### src/rtl/ledmx_pkg.sv
package ledmx_pkg;

  localparam int unsigned PIX_BITS_DEF = 160;
  localparam int unsigned PIX_ROWS_DEF = 8;
  localparam int unsigned CTL_BITS_DEF = 8;

  typedef enum logic {TGT_PIX = 1'b0, TGT_CTL = 1'b1} tgt_e;

  // flat latch index of a pixel given its column and row
  function automatic int unsigned pix_index(input int unsigned col,
                                            input int unsigned row,
                                            input int unsigned rows);
    return col * rows + row;
  endfunction

  // top bit of a control byte picks the word
  function automatic logic ctl_word_sel(input logic [CTL_BITS_DEF-1:0] b);
    return b[CTL_BITS_DEF-1];
  endfunction

  // payload of a control byte
  function automatic logic [CTL_BITS_DEF-2:0] ctl_payload(input logic [CTL_BITS_DEF-1:0] b);
    return b[CTL_BITS_DEF-2:0];
  endfunction

endpackage

### src/rtl/ledmx_edge_sync.sv
module ledmx_edge_sync #(
  parameter int unsigned W       = 4,
  parameter int unsigned STAGES  = 2,
  parameter logic [W-1:0] RST_VAL = '0
) (
  input  logic         clk,
  input  logic         rst_n,
  input  logic [W-1:0] async_i,
  output logic [W-1:0] lvl_o,
  output logic [W-1:0] rise_o,
  output logic [W-1:0] fall_o
);
  localparam int unsigned DEPTH = STAGES + 1;

  logic [W-1:0] stg [DEPTH];

  generate
    for (genvar i = 0; i < DEPTH; i++) begin : g_stage
      if (i == 0) begin : g_first
        always_ff @(posedge clk) begin
          if (!rst_n) stg[i] <= RST_VAL;
          else        stg[i] <= async_i;
        end
      end else begin : g_next
        always_ff @(posedge clk) begin
          if (!rst_n) stg[i] <= RST_VAL;
          else        stg[i] <= stg[i-1];
        end
      end
    end
  endgenerate

  assign lvl_o  = stg[STAGES-1];
  assign rise_o = stg[STAGES-1] & ~stg[STAGES];
  assign fall_o = ~stg[STAGES-1] & stg[STAGES];
endmodule

### src/rtl/ledmx_pix_path.sv
module ledmx_pix_path #(
  parameter int unsigned PIX_BITS = 160
) (
  input  logic                clk,
  input  logic                shift_i,
  input  logic                bit_i,
  input  logic                load_i,
  output logic                tail_o,
  output logic [PIX_BITS-1:0] latch_o
);
  logic [PIX_BITS-1:0] sr_q;
  logic [PIX_BITS-1:0] latch_q;

  // pixel storage is deliberately outside the reset domain
  always_ff @(posedge clk) begin
    if (shift_i) sr_q <= {sr_q[PIX_BITS-2:0], bit_i};
  end

  always_ff @(posedge clk) begin
    if (load_i) latch_q <= sr_q;
  end

  assign tail_o  = sr_q[PIX_BITS-1];
  assign latch_o = latch_q;
endmodule

### src/rtl/ledmx_ctl_path.sv
module ledmx_ctl_path
  import ledmx_pkg::*;
#(
  parameter int unsigned CTL_BITS = CTL_BITS_DEF
) (
  input  logic                clk,
  input  logic                rst_n,
  input  logic                shift_i,
  input  logic                bit_i,
  input  logic                load_i,
  output logic                tail_o,
  output logic                to_word1_o,
  output logic [CTL_BITS-2:0] cfg0_o,
  output logic [CTL_BITS-2:0] cfg1_o
);
  localparam int unsigned WW = CTL_BITS - 1;

  logic [CTL_BITS-1:0] sr_q;
  logic [WW-1:0]       w0_q, w1_q;
  logic                sel1;

  assign sel1 = ctl_word_sel(sr_q);

  always_ff @(posedge clk) begin
    if (!rst_n)       sr_q <= '0;
    else if (shift_i) sr_q <= {sr_q[CTL_BITS-2:0], bit_i};
  end

  always_ff @(posedge clk) begin
    if (!rst_n) begin
      w0_q <= '0;
      w1_q <= '0;
    end else if (load_i) begin
      if (sel1) w1_q <= ctl_payload(sr_q);
      else      w0_q <= ctl_payload(sr_q);
    end
  end

  assign tail_o     = sr_q[CTL_BITS-1];
  assign to_word1_o = sel1;
  assign cfg0_o     = w0_q;
  assign cfg1_o     = w1_q;
endmodule

### src/rtl/ledmx_serial_rx.sv
module ledmx_serial_rx
  import ledmx_pkg::*;
#(
  parameter int unsigned PIX_BITS    = PIX_BITS_DEF,
  parameter int unsigned CTL_BITS    = CTL_BITS_DEF,
  parameter int unsigned SYNC_STAGES = 2
) (
  input  logic                clk,
  input  logic                rst_n,
  input  logic                wclk_i,
  input  logic                wen_n_i,
  input  logic                tgt_ctl_i,
  input  logic                sdata_i,
  output logic                sdata_o,
  output logic [PIX_BITS-1:0] dot_latch_o,
  output logic [CTL_BITS-2:0] cfg0_o,
  output logic [CTL_BITS-2:0] cfg1_o
);
  localparam int unsigned NIN = 4;
  // bit order: {sdata, tgt, wen_n, wclk}; idle levels clock low, enable high
  localparam logic [NIN-1:0] IDLE = 4'b0010;

  logic [NIN-1:0] lvl, rise, fall;
  logic wclk_l, wen_l, tgt_l, dat_l;

  ledmx_edge_sync #(.W(NIN), .STAGES(SYNC_STAGES), .RST_VAL(IDLE)) u_sync (
    .clk     (clk),
    .rst_n   (rst_n),
    .async_i ({sdata_i, tgt_ctl_i, wen_n_i, wclk_i}),
    .lvl_o   (lvl),
    .rise_o  (rise),
    .fall_o  (fall)
  );

  assign wclk_l = lvl[0];
  assign wen_l  = lvl[1];
  assign tgt_l  = lvl[2];
  assign dat_l  = lvl[3];

  // named events
  logic wen_fall_evt, wclk_rise_evt;
  logic shift_evt, shift_pix, shift_ctl;
  logic xfer_evt, pix_load, ctl_load;
  tgt_e tgt_q, tgt_now;
  logic pend_q;

  assign wen_fall_evt  = rst_n & fall[1];
  assign wclk_rise_evt = rst_n & rise[0];

  // a rise coinciding with the enable fall uses the fresh target
  assign tgt_now   = wen_fall_evt ? tgt_e'(tgt_l) : tgt_q;
  assign shift_evt = wclk_rise_evt & ~wen_l;
  assign shift_pix = shift_evt & (tgt_now == TGT_PIX);
  assign shift_ctl = shift_evt & (tgt_now == TGT_CTL);

  assign xfer_evt = rst_n & pend_q & wen_l & ~wclk_l;
  assign pix_load = xfer_evt & (tgt_q == TGT_PIX);
  assign ctl_load = xfer_evt & (tgt_q == TGT_CTL);

  always_ff @(posedge clk) begin
    if (!rst_n) begin
      tgt_q  <= TGT_PIX;
      pend_q <= 1'b0;
    end else begin
      if (wen_fall_evt) begin
        tgt_q  <= tgt_e'(tgt_l);
        pend_q <= 1'b1;
      end else if (xfer_evt) begin
        pend_q <= 1'b0;
      end
    end
  end

  logic pix_tail, ctl_tail, ctl_to_w1;

  ledmx_pix_path #(.PIX_BITS(PIX_BITS)) u_pix (
    .clk     (clk),
    .shift_i (shift_pix),
    .bit_i   (dat_l),
    .load_i  (pix_load),
    .tail_o  (pix_tail),
    .latch_o (dot_latch_o)
  );

  ledmx_ctl_path #(.CTL_BITS(CTL_BITS)) u_ctl (
    .clk        (clk),
    .rst_n      (rst_n),
    .shift_i    (shift_ctl),
    .bit_i      (dat_l),
    .load_i     (ctl_load),
    .tail_o     (ctl_tail),
    .to_word1_o (ctl_to_w1),
    .cfg0_o     (cfg0_o),
    .cfg1_o     (cfg1_o)
  );

  // output mux: pass-through only during an active control write
  logic ctl_wr_active, pass_act;
  assign ctl_wr_active = (tgt_q == TGT_CTL) & ~wen_l;
  assign pass_act      = cfg1_o[0] & ctl_wr_active;

  always_comb begin
    if (pass_act)              sdata_o = sdata_i;
    else if (tgt_q == TGT_CTL) sdata_o = ctl_tail;
    else                       sdata_o = pix_tail;
  end
endmodule

### config.mk
export PLATFORM = sky130hd
export DESIGN_NAME = ledmx_serial_rx
export DESIGN_NICKNAME = d
export VERILOG_FILES = /design/src/rtl/ledmx_pkg.sv /design/src/rtl/ledmx_edge_sync.sv /design/src/rtl/ledmx_pix_path.sv /design/src/rtl/ledmx_ctl_path.sv /design/src/rtl/ledmx_serial_rx.sv
export SDC_FILE = /design/constraint.sdc
export NUM_CORES = 1
export LEC_CHECK = 0
export BUFFER_PORTS_ARGS = -buffer_cell sky130_fd_sc_hd__buf_2
export CAP_MARGIN = 40
export CORE_MARGIN = 3
export CORE_UTILIZATION = 59
export CTS_CLUSTER_SIZE = 28
export DETAILED_ROUTE_END_ITERATION = 12
export GPL_TIMING_DRIVEN = 0
export PLACE_DENSITY = 0.8
export SLEW_MARGIN = 30
export SYNTH_ARGS = -nofsm -noshare
export SYNTH_HDL_FRONTEND = slang
export SYNTH_SLANG_ARGS = --single-unit
### constraint.sdc
create_clock -name clk -period 47.1 [get_ports clk]
set_clock_uncertainty 0.15 [all_clocks]
set_input_delay 2.355 -clock clk [delete_from_list [all_inputs] [get_ports clk]]
set_output_delay 2.355 -clock clk [all_outputs]
set_load 0.005 [all_outputs]
# --- Word-level counts from Yosys, hierarchy flattened ---
# Memories as Yosys holds them, arrays and structs flattened.
# Index checks and enable logic that the tools add are counted.
totals:
  mem_bits_rw: 12
  reg_bits: 344
  mem_count: 1
  word_cells: 45
classes:
  bitwise_logic: 24
  n_mux: 10
  reduce_logical: 3
memory_table:
  columns: ["name", "depth", "word_bits", "read_ports", "rd_clocked_by_memory_dff", "write_ports", "line", "source"]
  rows:
  - ["u_sync.stg", 3, 4, 3, 0, 3, "ledmx_edge_sync.sv:15", "logic [W-1:0] stg [DEPTH];"]
op_table:
  columns: ["operator", "count"]
  rows:
  - ["1-bit AND", 13]
  - ["4-bit two-way mux", 3]
  - ["1-bit two-way mux", 7]
  - ["1-bit inverter", 6]
  - ["2-bit AND reduction", 2]
  - ["1-bit bitwise OR", 3]
  - ["2-bit AND", 1]
  - ["2-bit inverter", 1]
  - ["2-bit nonzero test", 1]

# --- Depth between registers and ports, before layout ---
logic_depth:
  word_depth: 6
  depth_mapped: 5
  mapped_depth_nobuf: 3

# --- Modules after synthesis ---
# A second synthesis with hierarchy kept.
unflattened:
  cells_unflattened: 453
  hier_area_um2: 10996.8
by_module_without_submodules:
  columns: ["mod", "seq_area_each_um2", "cells_each", "instances", "area_per_inst_um2"]
  rows:
  - ["ledmx_pix_path", 9609.2, 320, 1, 9609.2]
  - ["ledmx_ctl_path", 440.4, 82, 1, 868.3]
  - ["ledmx_edge_sync", 240.2, 33, 1, 376.6]
  - ["ledmx_serial_rx", 40.0, 18, 1, 142.6]

# --- Worst setup path after synthesis ---
# No wires, ideal clock.
synth_path:
  path_type: "input port to flip-flop"
  startpoint: "input port rst_n"
  endpoint: "register u_pix.sr_q[0] (enable)"
  n_path_buf: 1
  setup_ps: 1071
  cell_stages: 3
  arrival_ps: 17619
  t_required_ps: 45879
  setup_slack_ps: 28260
  cell_sequence: "buf_2 > nand2_1 > nor4_1"
synth_via:
  elab_chain_len: 4
synth_rtl:
  columns: ["element", "line", "source"]
  rows:
  - ["start, declared", "ledmx_serial_rx.sv:9", "input logic rst_n,"]
  - ["1-bit AND", "ledmx_serial_rx.sv:47", "assign wen_fall_evt = rst_n & fall[1];"]
  - ["1-bit two-way mux", null, null]
  - ["1-bit inverter", "ledmx_serial_rx.sv:53", "assign shift_pix = shift_evt & (tgt_now == TGT_PIX);"]
  - ["1-bit AND *", "ledmx_serial_rx.sv:53", null]
  - ["named net shift_pix", "ledmx_serial_rx.sv:42", "logic shift_evt, shift_pix, shift_ctl;"]
  - ["end signal, assigned", "ledmx_pix_path.sv:16", "if (shift_i) sr_q <= {sr_q[PIX_BITS-2:0], bit_i};"]
  - ["end, declared", "ledmx_pix_path.sv:11", "logic [PIX_BITS-1:0] sr_q;"]
# Mark *: on every way through the listed nets, which the timed path passes. The rest lies on a longest branch.
# A chain may end at the register's enable or synchronous reset.

# --- Worst setup path after layout ---
layout_path:
  startpoint: "input port sdata_i"
  endpoint: "output port sdata_o"
layout_via:
  elab_chain_len: 1
layout_rtl:
  columns: ["element", "line", "source"]
  rows:
  - ["start, declared", "ledmx_serial_rx.sv:13", "input logic sdata_i,"]
  - ["1-bit two-way mux", "ledmx_serial_rx.sv:103", "if (pass_act) sdata_o = sdata_i;"]
  - ["end, declared", "ledmx_serial_rx.sv:14", "output logic sdata_o,"]
# No other way between the ends.

==> results.md <==
- Die W: 141 um
- GRT met1 Usage: 27.8%
- # Max-Cap Violations: 0
- Synth area leaders: edfxtp_1 (89%), dfxtp_1 (6.3%), mux2i_1 (2.2%)
- PwrDens: 46.3 nW/um^2
- Worst path cell trace: buf_2 -> mux2i_1 -> a21oi_1 -> buf_2
- WP data required: 44.59 ns
- Synth async-reset ratio: 0%
- Initial Util: 61.3%
- Core Footprint: 17700 sq um
- Post-CTS resize count: 0
- DRC Markers: 0
- Total number of vias: 4965
- CTS buffer count: 34
- Hold endpoint: u_sync.stg[1][1]
- R2r setup slk: 44.47 ns
- DRT Wirelength: 19.4 mm
- DR pass1 iterations: 4
- Post-CTS setup buffers: 0
- Crit end category: output pin
- Placed Instances: 884
- Post-DRT Antenna Nets: 0
- Die area: 20000 sq um
- Compound-Gate Fraction of Synth Area: 0.162%
- Syn_nets: 440
- Register Area: 10300 sq um
- Area share of the largest cell type after synthesis: 88.7%
- Worst-Skew Late Latency: 0.51 ns
- Pins Over Slew Limit: 0
- H-tree Lvls: 2
- Detailed Place HPWL: 12.3 mm
- Period utilization: 11.3%
- RR Startpoint: u_sync.stg[2][1]
- Hold_sp: u_sync.stg[0][1]
- Final min period: 5.33 ns
- Most Frequent Cell on Critical Path: buf_2
- DR iter-0 viols: 320
- P&R area growth vs syn: 24.5%
- RSZ-0062 raised after global routing: false
- Num Clock Sinks: 354
- Num rows: 48
- Post-synth top area cell: edfxtp_1
- Hold_buf cts: 0
- M3 GR Usage: 4.85%
- Critical Path Fanout Max: 2
- Avg WL per Cell: 20.5 um
- Filler cells: 928
- First-pass GRT wire length: 29.9 mm
- WP buf/inv: 2
- Post-synth cell types: 23
- Fmax: 188 MHz
- Clock-pin transition on the worst setup and hold timing paths: 0.06 ns
- Most frequent cell after synthesis: edfxtp_1
- Final GP Congestion: 0.759
- Share of layout cells above drive strength 1: 40.1%
- Rel. slew slack: 69.0%
- Antenna cells: 0
- Yosys warns: 0
- Gate count of the mapped netlist: 434
- XOR/XNOR Fraction of Synth Area: 0%
- Area of the multi-input gates: 514 sq um
- Slowest-stage cell, CP: buf_2
- Cell Count, Final, Fillers Out: 946
- Fin nets: 701
- Met2 Usage GRT: 30.8%
- I/O Buffers: 179
- Largest stage delay on the critical path: 0.14 ns
- Main combinational cell family by area after synthesis: multiplexers
- Antenna violations before repair: 0
- Hold path cells: 1
- Kind of cell adding the most delay to the critical path: buffers and inverters
- Clock buffer depth: 3
- Worst-Margin Slew: 0.464 ns
- Flop and latch count out of synthesis: 354
- Startpoint Class: primary input
- Sequential share of the synthesized area: 95.0%
- Hold Fails Final Rpt: 0
- # IOs: 181
- Status: finished, final reports clean
- Post-synth EDFFs: 320
- Worst VDD drop: 0.0532 mV
- Vias in the first global route: 5108
- Synth Area in Adders: 0%
- Mux share of post-synthesis cell area: 2.32%
- Synth Flop Type: edfxtp_1
- Die Ht: 141 um
- Pleak: 0.00394 uW
- CTS tree: built
- Clock Tree Root: clkbuf_16
- Crit Path Class: in2out
- Post-synth top cells: edfxtp_1 (320), dfxtp_1 (34), nand2_1 (25), mux2i_1 (24), and2_1 (6)
- Cells on worst reg2reg path: 7
- Largest net degree at the start of global routing: 16
- Post-Syn Area: 10800 sq um
- Top Usage Layer GRT: met2
- Worst min path class: reg2reg
- WP data arrival: 2.83 ns
- GRT Resource Usage Total: 19.6%
- Grt total ovfl: 0
- Aggregate negative setup slack: 0 ns
- Final setup fails: 0
- Synth Area in Simple Gates: 2.16%
- Reg2reg end: u_pix.sr_q[118]
- Via density: 5.25
- Avg Cell Area, Syn: 24.9 sq um
## worst register-to-register path, stage by stage (launching register included)
cell     delay (ns)
dfxtp_1        0.34
mux2_2         0.36
nor4_2         0.34
buf_2          0.25
buf_2          0.19
buf_2          0.22
buf_2          0.25
buf_2          0.24
## through the flow
stage	instance area (sq um)	total power (uW)	setup WS, ns	hold WS, ns	util [%]
finish	13500	624	41.77	0.270	76.4
global route	13500	643	41.74	0.283	76.4
CTS	13500	630	41.77	0.272	76.4
detailed placement	12300	350	41.77	0.262	69.7
global placement	12000	350	22.76	0.241	68.0
floorplan	10800	349	28.26	0.236	-
## layout by cell type (no fill, tap or decap), drive strengths merged, types with 2 or more instances in the layout
cell type  count
and2           6
buf          227
bufinv         5
clkbuf        45
clkinv        14
dfxtp         34
edfxtp       320
inv            4
mux2i         24
nand2         25
nand2b         3
nor2           2
nor2b          2
## where the power goes
group          leakage [uW]  switching (uW)  internal, uW  total (uW)
Clock              0.000588             112           170         282
Combinational      0.000947            2.35          1.23        3.58
Sequential          0.00241           0.457           339         339
## state kept, by name (all words and copies together) (netlist names)
| signal | flops |
|---|---|
| pend_q | 1 |
| tgt_q | 1 |
| u_ctl.cfg0_o | 7 |
| u_ctl.cfg1_o | 7 |
| u_ctl.sr_q | 8 |
| u_pix.latch_o | 160 |
| u_pix.sr_q | 160 |
| u_sync.stg | 10 |
## final cells by class
type | instances | area share, %
plain buffers | 5 | 0.176
clock buffers | 42 | 6.94
clock inverters | 20 | 1.84
inverters | 3 | 0.0835
multi-input cells | 72 | 3.81
flip-flops and latches | 354 | 76.3
well taps | 225 | 2.09
repair buffers | 225 | 8.75
## worst max-delay path by stage
stage                 start              to  slack, ns  cells past startpoint
global placement      rst_n  u_pix.sr_q[85]      22.76                      3
CTS                 sdata_i         sdata_o      41.77                      4
detailed placement  sdata_i         sdata_o      41.77                      4
floorplan             rst_n   u_pix.sr_q[0]      28.26                      3
finish              sdata_i         sdata_o      41.77                      4
global route        sdata_i         sdata_o      41.74                      4
## cells by family after synthesis
kind of cell,Yosys count
AO/OA/AOI/OAI,3
buffers and inverters,8
flip-flops,354
multiplexers,25
AND/OR/NAND/NOR,44
## layer usage
layer	part of all wire, %	vias to the layer above	wire length, um
li1	-	2224	-
met1	42	2498	8200
met2	48	213	9410
met3	7.2	30	1390
met4	2.1	0	406
met5	0	-	0
Note: power is estimated with default switching activity, not from simulation.
